`src/rtl/ect_pkg.sv`:
```
package ect_pkg;

   typedef enum logic [1:0] {
      EDGE_RISE  = 2'd0,
      EDGE_FALL  = 2'd1,
      EDGE_BOTH  = 2'd2,
      EDGE_BOTH2 = 2'd3
   } edge_sel_e;

   localparam logic [2:0] ADR_CTRL   = 3'd0;
   localparam logic [2:0] ADR_LOAD   = 3'd1;
   localparam logic [2:0] ADR_MATCH  = 3'd2;
   localparam logic [2:0] ADR_COUNT  = 3'd3;
   localparam logic [2:0] ADR_STATUS = 3'd4;
   localparam logic [2:0] ADR_MASK   = 3'd5;
   localparam logic [2:0] ADR_CLEAR  = 3'd6;

   localparam int CTL_RUN   = 0;
   localparam int CTL_UP    = 1;
   localparam int CTL_SEL_L = 2;
   localparam int CTL_DEFER = 4;

endpackage

```
`src/rtl/ect_edge_detect.sv`:
```
module ect_edge_detect
   import ect_pkg::*;
#(
   parameter int SYNC_STAGES = 2
) (
   input  logic      clk,
   input  logic      rst_n,
   input  logic      pin,
   input  edge_sel_e sel,
   output logic      hit
);

   if (SYNC_STAGES < 2) begin : g_bad_sync
      $error("ect_edge_detect: SYNC_STAGES must be at least 2");
   end

   // chain[SYNC_STAGES-1] is the synchronized level, chain[SYNC_STAGES] its previous value
   logic [SYNC_STAGES:0] chain;

   always_ff @(posedge clk or negedge rst_n) begin
      if (!rst_n) chain <= '0;
      else        chain <= {chain[SYNC_STAGES-1:0], pin};
   end

   logic rise, fall;
   assign rise = chain[SYNC_STAGES-1] & ~chain[SYNC_STAGES];
   assign fall = ~chain[SYNC_STAGES-1] & chain[SYNC_STAGES];

   always_comb begin
      unique case (sel)
         EDGE_RISE: hit = rise;
         EDGE_FALL: hit = fall;
         default:   hit = rise | fall;
      endcase
   end

endmodule

```
`src/rtl/ect_counter.sv`:
```
module ect_counter #(
   parameter int CNT_W = 16,
   parameter int PRE_W = 8,
   localparam int TOT_W = CNT_W + PRE_W
) (
   input  logic             clk,
   input  logic             rst_n,
   input  logic             hit,        // qualifying edge while running
   input  logic             dir_up,     // current direction
   input  logic             dir_chg,    // direction flips this cycle
   input  logic             defer,
   input  logic             load_wr,
   input  logic [TOT_W-1:0] load_data,
   input  logic [TOT_W-1:0] match_val,
   output logic [TOT_W-1:0] count,
   output logic             match_evt
);

   if (CNT_W < 2 || PRE_W < 0) begin : g_bad_width
      $error("ect_counter: bad width parameters");
   end

   logic [TOT_W-1:0] cnt_q, act_q, pend_q, nxt, reload;
   logic             pend_vld_q;

   assign nxt       = dir_up ? cnt_q + 1'b1 : cnt_q - 1'b1;
   assign match_evt = hit && (nxt == match_val);
   assign reload    = pend_vld_q ? pend_q : act_q;
   assign count     = cnt_q;

   always_ff @(posedge clk or negedge rst_n) begin
      if (!rst_n) begin
         cnt_q      <= '0;
         act_q      <= '0;
         pend_q     <= '0;
         pend_vld_q <= 1'b0;
      end else begin
         if (load_wr) begin
            if (defer) begin
               pend_q     <= load_data;
               pend_vld_q <= 1'b1;
            end else begin
               act_q      <= load_data;
               pend_vld_q <= 1'b0;
               cnt_q      <= dir_up ? '0 : load_data;
            end
         end
         if (dir_chg) begin
            cnt_q <= dir_up ? act_q : '0;  // flipping to the opposite direction
         end
         if (hit) begin
            if (match_evt) begin
               if (pend_vld_q) begin
                  act_q      <= pend_q;
                  pend_vld_q <= 1'b0;
               end
               cnt_q <= dir_up ? '0 : reload;
            end else begin
               cnt_q <= nxt;
            end
         end
      end
   end

endmodule

```
`src/rtl/ect_regs.sv`:
```
module ect_regs
   import ect_pkg::*;
#(
   parameter int TOT_W = 24
) (
   input  logic             clk,
   input  logic             rst_n,
   input  logic             reg_wr,
   input  logic [2:0]       reg_addr,
   input  logic [TOT_W-1:0] reg_wdata,
   output logic [TOT_W-1:0] reg_rdata,
   input  logic [TOT_W-1:0] count,
   input  logic             match_evt,
   output logic             run,
   output logic             dir_up,
   output edge_sel_e        sel,
   output logic             defer,
   output logic             dir_chg,
   output logic             load_wr,
   output logic [TOT_W-1:0] match_val,
   output logic             status,
   output logic             mask
);

   if (TOT_W < CTL_DEFER + 1) begin : g_bad_data
      $error("ect_regs: data path too narrow for control bits");
   end

   logic wr_ctrl, wr_match, wr_mask, wr_clr;

   assign wr_ctrl  = reg_wr && reg_addr == ADR_CTRL;
   assign wr_match = reg_wr && reg_addr == ADR_MATCH && !run;
   assign wr_mask  = reg_wr && reg_addr == ADR_MASK;
   assign wr_clr   = reg_wr && reg_addr == ADR_CLEAR && reg_wdata[0];
   assign load_wr  = reg_wr && reg_addr == ADR_LOAD && !run;
   assign dir_chg  = wr_ctrl && !run && (reg_wdata[CTL_UP] != dir_up);

   always_ff @(posedge clk or negedge rst_n) begin
      if (!rst_n) begin
         run       <= 1'b0;
         dir_up    <= 1'b0;
         sel       <= EDGE_RISE;
         defer     <= 1'b0;
         match_val <= '0;
         status    <= 1'b0;
         mask      <= 1'b0;
      end else begin
         if (wr_ctrl) begin
            run <= reg_wdata[CTL_RUN];
            if (!run) begin
               dir_up <= reg_wdata[CTL_UP];
               sel    <= edge_sel_e'(reg_wdata[CTL_SEL_L +: 2]);
               defer  <= reg_wdata[CTL_DEFER];
            end
         end
         if (match_evt && !dir_up) run <= 1'b0;  // down-count auto-stop
         if (wr_match) match_val <= reg_wdata;
         if (wr_mask)  mask      <= reg_wdata[0];
         if (match_evt)   status <= 1'b1;        // new event beats clear
         else if (wr_clr) status <= 1'b0;
      end
   end

   always_comb begin
      reg_rdata = '0;
      unique case (reg_addr)
         ADR_CTRL: begin
            reg_rdata[CTL_RUN]          = run;
            reg_rdata[CTL_UP]           = dir_up;
            reg_rdata[CTL_SEL_L +: 2]   = sel;
            reg_rdata[CTL_DEFER]        = defer;
         end
         ADR_MATCH:  reg_rdata    = match_val;
         ADR_COUNT:  reg_rdata    = count;
         ADR_STATUS: reg_rdata[0] = status;
         ADR_MASK:   reg_rdata[0] = mask;
         default:    reg_rdata    = '0;
      endcase
   end

endmodule

```
`src/rtl/edge_count_timer.sv`:
```
module edge_count_timer
   import ect_pkg::*;
#(
   parameter int CNT_W       = 16,
   parameter int PRE_W       = 8,
   parameter int SYNC_STAGES = 2,
   localparam int TOT_W = CNT_W + PRE_W
) (
   input  logic             clk,
   input  logic             rst_n,
   input  logic             cap_in,
   input  logic             reg_wr,
   input  logic [2:0]       reg_addr,
   input  logic [TOT_W-1:0] reg_wdata,
   output logic [TOT_W-1:0] reg_rdata,
   output logic             irq
);

   logic             run_q, dir_up, defer, dir_chg, load_wr;
   logic             status_q, mask_q, edge_hit, edge_ok, match_evt;
   edge_sel_e        sel;
   logic [TOT_W-1:0] match_val, count_q;

   ect_edge_detect #(.SYNC_STAGES(SYNC_STAGES)) u_edge (
      .clk   (clk),
      .rst_n (rst_n),
      .pin   (cap_in),
      .sel   (sel),
      .hit   (edge_hit)
   );

   assign edge_ok = edge_hit && run_q;

   ect_counter #(.CNT_W(CNT_W), .PRE_W(PRE_W)) u_cnt (
      .clk       (clk),
      .rst_n     (rst_n),
      .hit       (edge_ok),
      .dir_up    (dir_up),
      .dir_chg   (dir_chg),
      .defer     (defer),
      .load_wr   (load_wr),
      .load_data (reg_wdata),
      .match_val (match_val),
      .count     (count_q),
      .match_evt (match_evt)
   );

   ect_regs #(.TOT_W(TOT_W)) u_regs (
      .clk       (clk),
      .rst_n     (rst_n),
      .reg_wr    (reg_wr),
      .reg_addr  (reg_addr),
      .reg_wdata (reg_wdata),
      .reg_rdata (reg_rdata),
      .count     (count_q),
      .match_evt (match_evt),
      .run       (run_q),
      .dir_up    (dir_up),
      .sel       (sel),
      .defer     (defer),
      .dir_chg   (dir_chg),
      .load_wr   (load_wr),
      .match_val (match_val),
      .status    (status_q),
      .mask      (mask_q)
   );

   assign irq = status_q & mask_q;

endmodule

```
`config.mk`:
```
export PLATFORM = sky130hd
export DESIGN_NAME = edge_count_timer
export DESIGN_NICKNAME = d
export VERILOG_FILES = /design/src/rtl/ect_pkg.sv /design/src/rtl/ect_edge_detect.sv /design/src/rtl/ect_counter.sv /design/src/rtl/ect_regs.sv /design/src/rtl/edge_count_timer.sv
export SDC_FILE = /design/constraint.sdc
export NUM_CORES = 1
export LEC_CHECK = 0
export BUFFER_PORTS_ARGS = -buffer_cell sky130_fd_sc_hd__buf_2
export CORE_UTILIZATION = 62
export CTS_CLUSTER_DIAMETER = 50
export DETAILED_ROUTE_END_ITERATION = 8
export HOLD_SLACK_MARGIN = 0.08
export MAX_ROUTING_LAYER = met4
export PLACE_DENSITY = 0.82
export SLEW_MARGIN = 40
export SYNTH_ARGS = -nofsm -noshare
export SYNTH_HDL_FRONTEND = slang
export SYNTH_SLANG_ARGS = --single-unit
```
`constraint.sdc`:
```
create_clock -name clk -period 5.1 [get_ports clk]
set_input_delay 1.53 -clock clk [delete_from_list [all_inputs] [get_ports clk]]
set_output_delay 1.53 -clock clk [all_outputs]
set_load 0.03 [all_outputs]
```
# Yosys cells after proc, flatten, opt, wreduce, memory -nomap -nowiden
# Cells that the tools add are included.
word_totals:
  regBits: 107
  input_bits: 31
  out_inout_bits: 25
  elab_cells: 82
classes:
  add_sub_neg: 2
  n_eq_ne: 10
  muxes: 28
  bitwise: 7
  n_reduce_logical: 23
op_table:
  columns: ["op", "n"]
  rows:
  - ["$mux 24", 15]
  - ["$pmux 19 s2", 1]
  - ["$add 24x1->24 const B", 1]
  - ["$eq 24x24->1", 1]
  - ["$sub 24x1->24 const B", 1]
  - ["$logic_and 1x1->1", 13]
  - ["$pmux 4 s3", 1]
  - ["$eq 3x3->1 const B", 3]
  - ["$mux 1", 9]
  - ["$eq 3x2->1 const B", 2]
  - ["$reduce_and 2->1", 3]
  - ["$pmux 1 s5", 1]
  - ["$reduce_bool 2->1", 2]
  - ["$and 1x1->1", 3]
  - ["$eq 3x1->1 const B", 1]
  - ["$logic_not 3->1", 1]
  - ["$ne 3x3->1 const B", 1]
  - ["$not 1->1", 3]
  - ["$reduce_bool 3->1", 1]
  - ["$eq 2x1->1 const B", 1]
  - ["$logic_not 1->1", 2]
  - ["$logic_not 2->1", 1]
  - ["$pmux 1 s2", 1]
  - ["$ne 1x1->1", 1]
  - ["$or 1x1->1", 1]

# Depth between registers and ports, before layout
logic_depth:
  depth_word: 8
  ltp_mapped: 18
  depth_no_buf: 12

# Cells and area by module
# Synthesis repeated with hierarchy kept, for this count alone.
unflattened:
  cells_unflattened: 808
  area_unflattened_um2: 8051.5
modules_own_cells:
  columns: ["mod", "instances", "cells_each", "area_each_um2"]
  rows:
  - ["ect_counter", 1, 674, 6237.2]
  - ["ect_regs", 1, 123, 1674.1]
  - ["ect_edge_detect", 1, 9, 127.6]
  - ["edge_count_timer", 1, 2, 12.5]

# Worst setup path after synthesis
# No wires, ideal clock.
synth_path:
  path_type: "reg2reg"
  from: "register u_regs.dir_up"
  to: "register u_cnt.cnt_q[19], in the netlist u_cnt.count[19]"
  t_arrival_ns: 4.557
  required_ns: 4.975
  slack_ns: 0.418
  path_stages_with_launch: 17
  path_cell_list: "dfrtp_1 -> clkbuf_1 -> clkinv_1 -> clkbuf_1 -> ha_1 -> buf_6 -> a21o_4 -> a221oi_4 -> o31a_1 -> o21ai_0 -> a221oi_1 -> xnor2_1 -> nand4_1 -> or4_4 -> buf_6 -> a31oi_1 -> a21oi_1"
synth_via:
  elab_chain_cells: 5
  elab_cells_between_ends: 16
synth_rtl:
  columns: ["item", "line_no", "rtl"]
  rows:
  - ["start: declaration", "ect_regs.sv:15", "output logic dir_up,"]
  - ["start signal: assignment", "ect_regs.sv:51", "dir_up <= reg_wdata[CTL_UP];"]
  - ["$mux 24, on equally long branches", "ect_counter.sv:26, ect_counter.sv:45", null]
  - ["$eq 24x24->1 / $mux 24 (equally long branches)", "ect_counter.sv:27, ect_counter.sv:39", null]
  - ["$logic_and 1x1->1 / $mux 24 (equally long branches)", "ect_counter.sv:27, ect_counter.sv:38", null]
  - ["$mux 24, on equally long branches", "ect_counter.sv:52, ect_counter.sv:48", null]
  - ["$mux 24", "ect_counter.sv:51", "if (hit) begin"]
  - ["end signal: assignment", "ect_counter.sv:49", "cnt_q <= dir_up ? act_q : '0;"]
  - ["end signal: assignment", "ect_counter.sv:57", "cnt_q <= dir_up ? '0 : reload;"]
  - ["end signal: assignment", "ect_counter.sv:59", "cnt_q <= nxt;"]
  - ["end: declaration", "ect_counter.sv:23", "logic [TOT_W-1:0] cnt_q, act_q, pend_q, nxt, reload;"]
# Parallel ways exist; a longest one is shown, timed or not. The select of a mux whose other input is x is not followed.
# A chain may end at the register's enable or synchronous reset.

# Final worst setup path
layout_path:
  from: "register u_regs.dir_up"
  to: "register u_cnt.cnt_q[4], in the netlist u_cnt.count[4]"
# Same word-level chain as after synthesis.

==> flow_metrics.env <==
export IMPL_outcome="complete, no violations"
export IMPL_clkSinkCount=107
export IMPL_clk_latency_ns=0.35
export IMPL_max_freq_ghz=0.211
export IMPL_synthArstFlopShare_pct=100
export IMPL_synth_warnings=0
export IMPL_synth_nets=810
export IMPL_numCtsBuffers=9
export IMPL_synth_top_flop_cell="dfrtp_1"
export IMPL_min_path_type="reg -> reg"
export IMPL_yosysMostFrequentCell="mux2_2"
export IMPL_irDropWorstVdd_uv=323
export IMPL_drive_above_1_share_pct=27.9
export IMPL_pre_cts_slack_ns=0.423
export IMPL_syn_cell_area_mm2=0.00764
export IMPL_syn_inst=753
export IMPL_num_rows=40
export IMPL_cts_resized_gates=0
export IMPL_postCtsSetupBuffers=0
export IMPL_ctsHoldBuffers=0
export IMPL_rr_endpoint="u_cnt.count[4]$_DFFE_PN0P_"
export IMPL_nets=840
export IMPL_clk_pin_slew_ns=0.07
export IMPL_drt_iter0_drc=804
export IMPL_first_global_vias=6098
export IMPL_worstSetupStartpointType="register"
export IMPL_grt_usage_pct=34.7
export IMPL_ys_ff_latch=107
export IMPL_fin_worst_skew_ns=0.00903
export IMPL_wl_per_cell_um=22.7
export IMPL_fin_util_pct=69.3
export IMPL_root_buffer="clkbuf_16"
export IMPL_cts_buffer_depth=2
export IMPL_r2r_start="u_regs.dir_up$_DFFE_PN0P_"
export IMPL_ant_nets=0
export IMPL_cts_tree="yes"
export IMPL_r2r_setup_slack_ns=0.35
export IMPL_hold_viol_final=0
export IMPL_dr_pass1_iters=5
export IMPL_area_growth_pct=9.01
export IMPL_synth_top_area_share_pct=35.0
export IMPL_power_per_cell_area_mw_per_mm2=650
export IMPL_crit_start="u_regs.dir_up$_DFFE_PN0P_"
export IMPL_fin_crit_sh_pct=93.1
export IMPL_dp_hpwl_mm=15.6
export IMPL_endpoint="u_cnt.count[4]$_DFFE_PN0P_"
export IMPL_dpl_cell_area_mm2=0.00800
export IMPL_synth_common_cells="mux2_2 (111), dfrtp_1 (107), nand2_1 (49)"
export IMPL_setup_viol=0
export IMPL_drt_total_wl_mm=21.2
export IMPL_rr_worst_depth=13
export IMPL_synth_area_top_cells="dfrtp_1 (35%), mux2_2 (16%), ha_1 (4.1%)"
export IMPL_worst_path_max_fanout=16
export IMPL_coreArea_mm2=0.0120
export IMPL_cp_data_required_time_ns=5.36
export IMPL_total_power_mw=5.42
export IMPL_drv_cap=0
export IMPL_dp_cells=919
export IMPL_worstMarginPinSlew_ns=0.794
export IMPL_rsz0062_at_grt="false"
export IMPL_die_w_um=113
export IMPL_grt_overflow=0
export IMPL_drc_errors=0
export IMPL_finalMaxSlewViolations=0
export IMPL_final_area_mm2=0.00833
export IMPL_synth_enable_flop_cells=0
export IMPL_initial_core_util_pct=63.6
export IMPL_min_period_ns=4.75
export IMPL_p_leak_nw=3.61
export IMPL_avgSynthCellArea_um2=10.1
export IMPL_layout_setup_ws_ns=0.351
export IMPL_grt_pass1_wl_mm=33.1
export IMPL_antenna_found_initial=0
export IMPL_pin_count=56
export IMPL_yosysUniqueCellTypes=82
export IMPL_gp_congestion=0.951
export IMPL_maxSlewHeadroom_pct=46.9
export IMPL_yosysTopAreaCell="dfrtp_1"
export IMPL_critPathKind="reg -> reg"
export IMPL_setup_tns_ns=0
export IMPL_placement_io_buffers=55
export IMPL_die_area_mm2=0.0128
export IMPL_yosysSeqAreaShare_pct=35.0
export IMPL_die_h_um=113
export IMPL_n_antenna_cell=0
export IMPL_final_cells=935
export IMPL_htree_levels=3
export IMPL_finalHoldWorstSlack_ns=0.363
export IMPL_grt_max_degree=86
export IMPL_via_per_inst=6.93
export IMPL_end_kind="register"
export IMPL_num_vias=6477
export IMPL_cp_data_arrival_time_ns=5.01
## logic make-up (layout without fill, tap and decap cells)
kind of cell	after synthesis	in the layout	share of synthesized area [%]
adders and majority gates	26	26	4.36
AOI/OAI and AO/OA	194	194	18.6
buffers and inverters	63	98	3.75
muxes	136	136	19.9
and+or+nand+nor	179	179	12.1
xor gates and xnor gates	48	48	6.27
DFF	107	107	35.0
## routing by layer
metal,GRT usage [%],vias up,part of all wire [%]
met2,50.4,379,44
met4,9.39,0,2.1
met5,-,-,0
met1,50.8,3174,44
met3,5.30,31,10
li1,-,2893,-
## placed cells by master, fill, tap and decap left out, types with 4 or more instances in the layout
cell type  instances
mux2_2           111
dfrtp_1          107
buf_2             54
nand2_1           49
a21oi_1           41
nor2_1            36
nand3_1           34
xnor2_1           28
ha_1              25
o21ai_0           24
a31oi_1           21
a22o_1            20
buf_4             19
xor2_1            16
mux2_1            15
a221o_1           11
mux2i_1           10
clkbuf_16          9
inv_1              7
o22ai_1            7
a22oi_1            6
nand2b_1           6
a21o_1             6
a211oi_1           6
nand4_1            6
a221oi_1           6
and3_1             5
nor3_1             5
nor4_1             4
o211ai_1           4
o21a_1             4
## critical path: stages, from the launching register on
cell and delay (ns):
dfrtp_1 0.38, clkinv_1 0.44, ha_1 0.73, nand2_1 0.13, or3b_1 0.51, a21o_1 0.25, a211oi_1 0.40, xnor2_1 0.19
nand4_1 0.10, or3b_2 0.50, nor4_4 0.43, buf_4 0.30, nand3_1 0.11, a31oi_1 0.20
## how the worst min path moves through the flow
| stage | start | to | slack [ns] | cells after the start |
|---|---|---|---|---|
| final | u_edge.chain[0]$_DFF_PN0_ | u_edge.chain[1]$_DFF_PN0_ | 0.36 | 0 |
| after global routing | u_edge.chain[0]$_DFF_PN0_ | u_edge.chain[1]$_DFF_PN0_ | 0.37 | 0 |
| after CTS | u_edge.chain[0]$_DFF_PN0_ | u_edge.chain[1]$_DFF_PN0_ | 0.36 | 0 |
| after detailed placement | u_edge.chain[0]$_DFF_PN0_ | u_edge.chain[1]$_DFF_PN0_ | 0.35 | 0 |
| after global placement | u_edge.chain[0]$_DFF_PN0_ | u_edge.chain[1]$_DFF_PN0_ | 0.33 | 0 |
| after floorplan | u_edge.chain[0]$_DFF_PN0_ | u_edge.chain[1]$_DFF_PN0_ | 0.33 | 0 |
## state kept, by name, summed over array words and instances, names as in the netlist
register,count
u_cnt.act_q,24
u_cnt.count,24
u_cnt.pend_q,24
u_cnt.pend_vld_q,1
u_edge.chain,3
u_regs.defer,1
u_regs.dir_up,1
u_regs.mask,1
u_regs.match_val,24
u_regs.run,1
u_regs.sel,2
u_regs.status,1
## report_power, final
part	switching (mW)	internal [mW]	leakage, nW	total, mW
sequential	0.321	1.12	1.29	1.44
combinational	1.86	1.35	2.16	3.22
clock	0.321	0.436	0.159	0.757
total	2.51	2.91	3.61	5.42
## cell type report
| class | count | area (µm²) |
|---|---|---|
| tap | 147 | 184 |
| sequential | 107 | 2680 |
| inverter | 8 | 30.0 |
| fill | 904 | 3680 |
| multi-input combinational | 583 | 4680 |
| timing repair buffer | 74 | 427 |
| clock buffer | 9 | 225 |
| clock inverter | 7 | 100 |
Power figures use the tool's default switching activity.
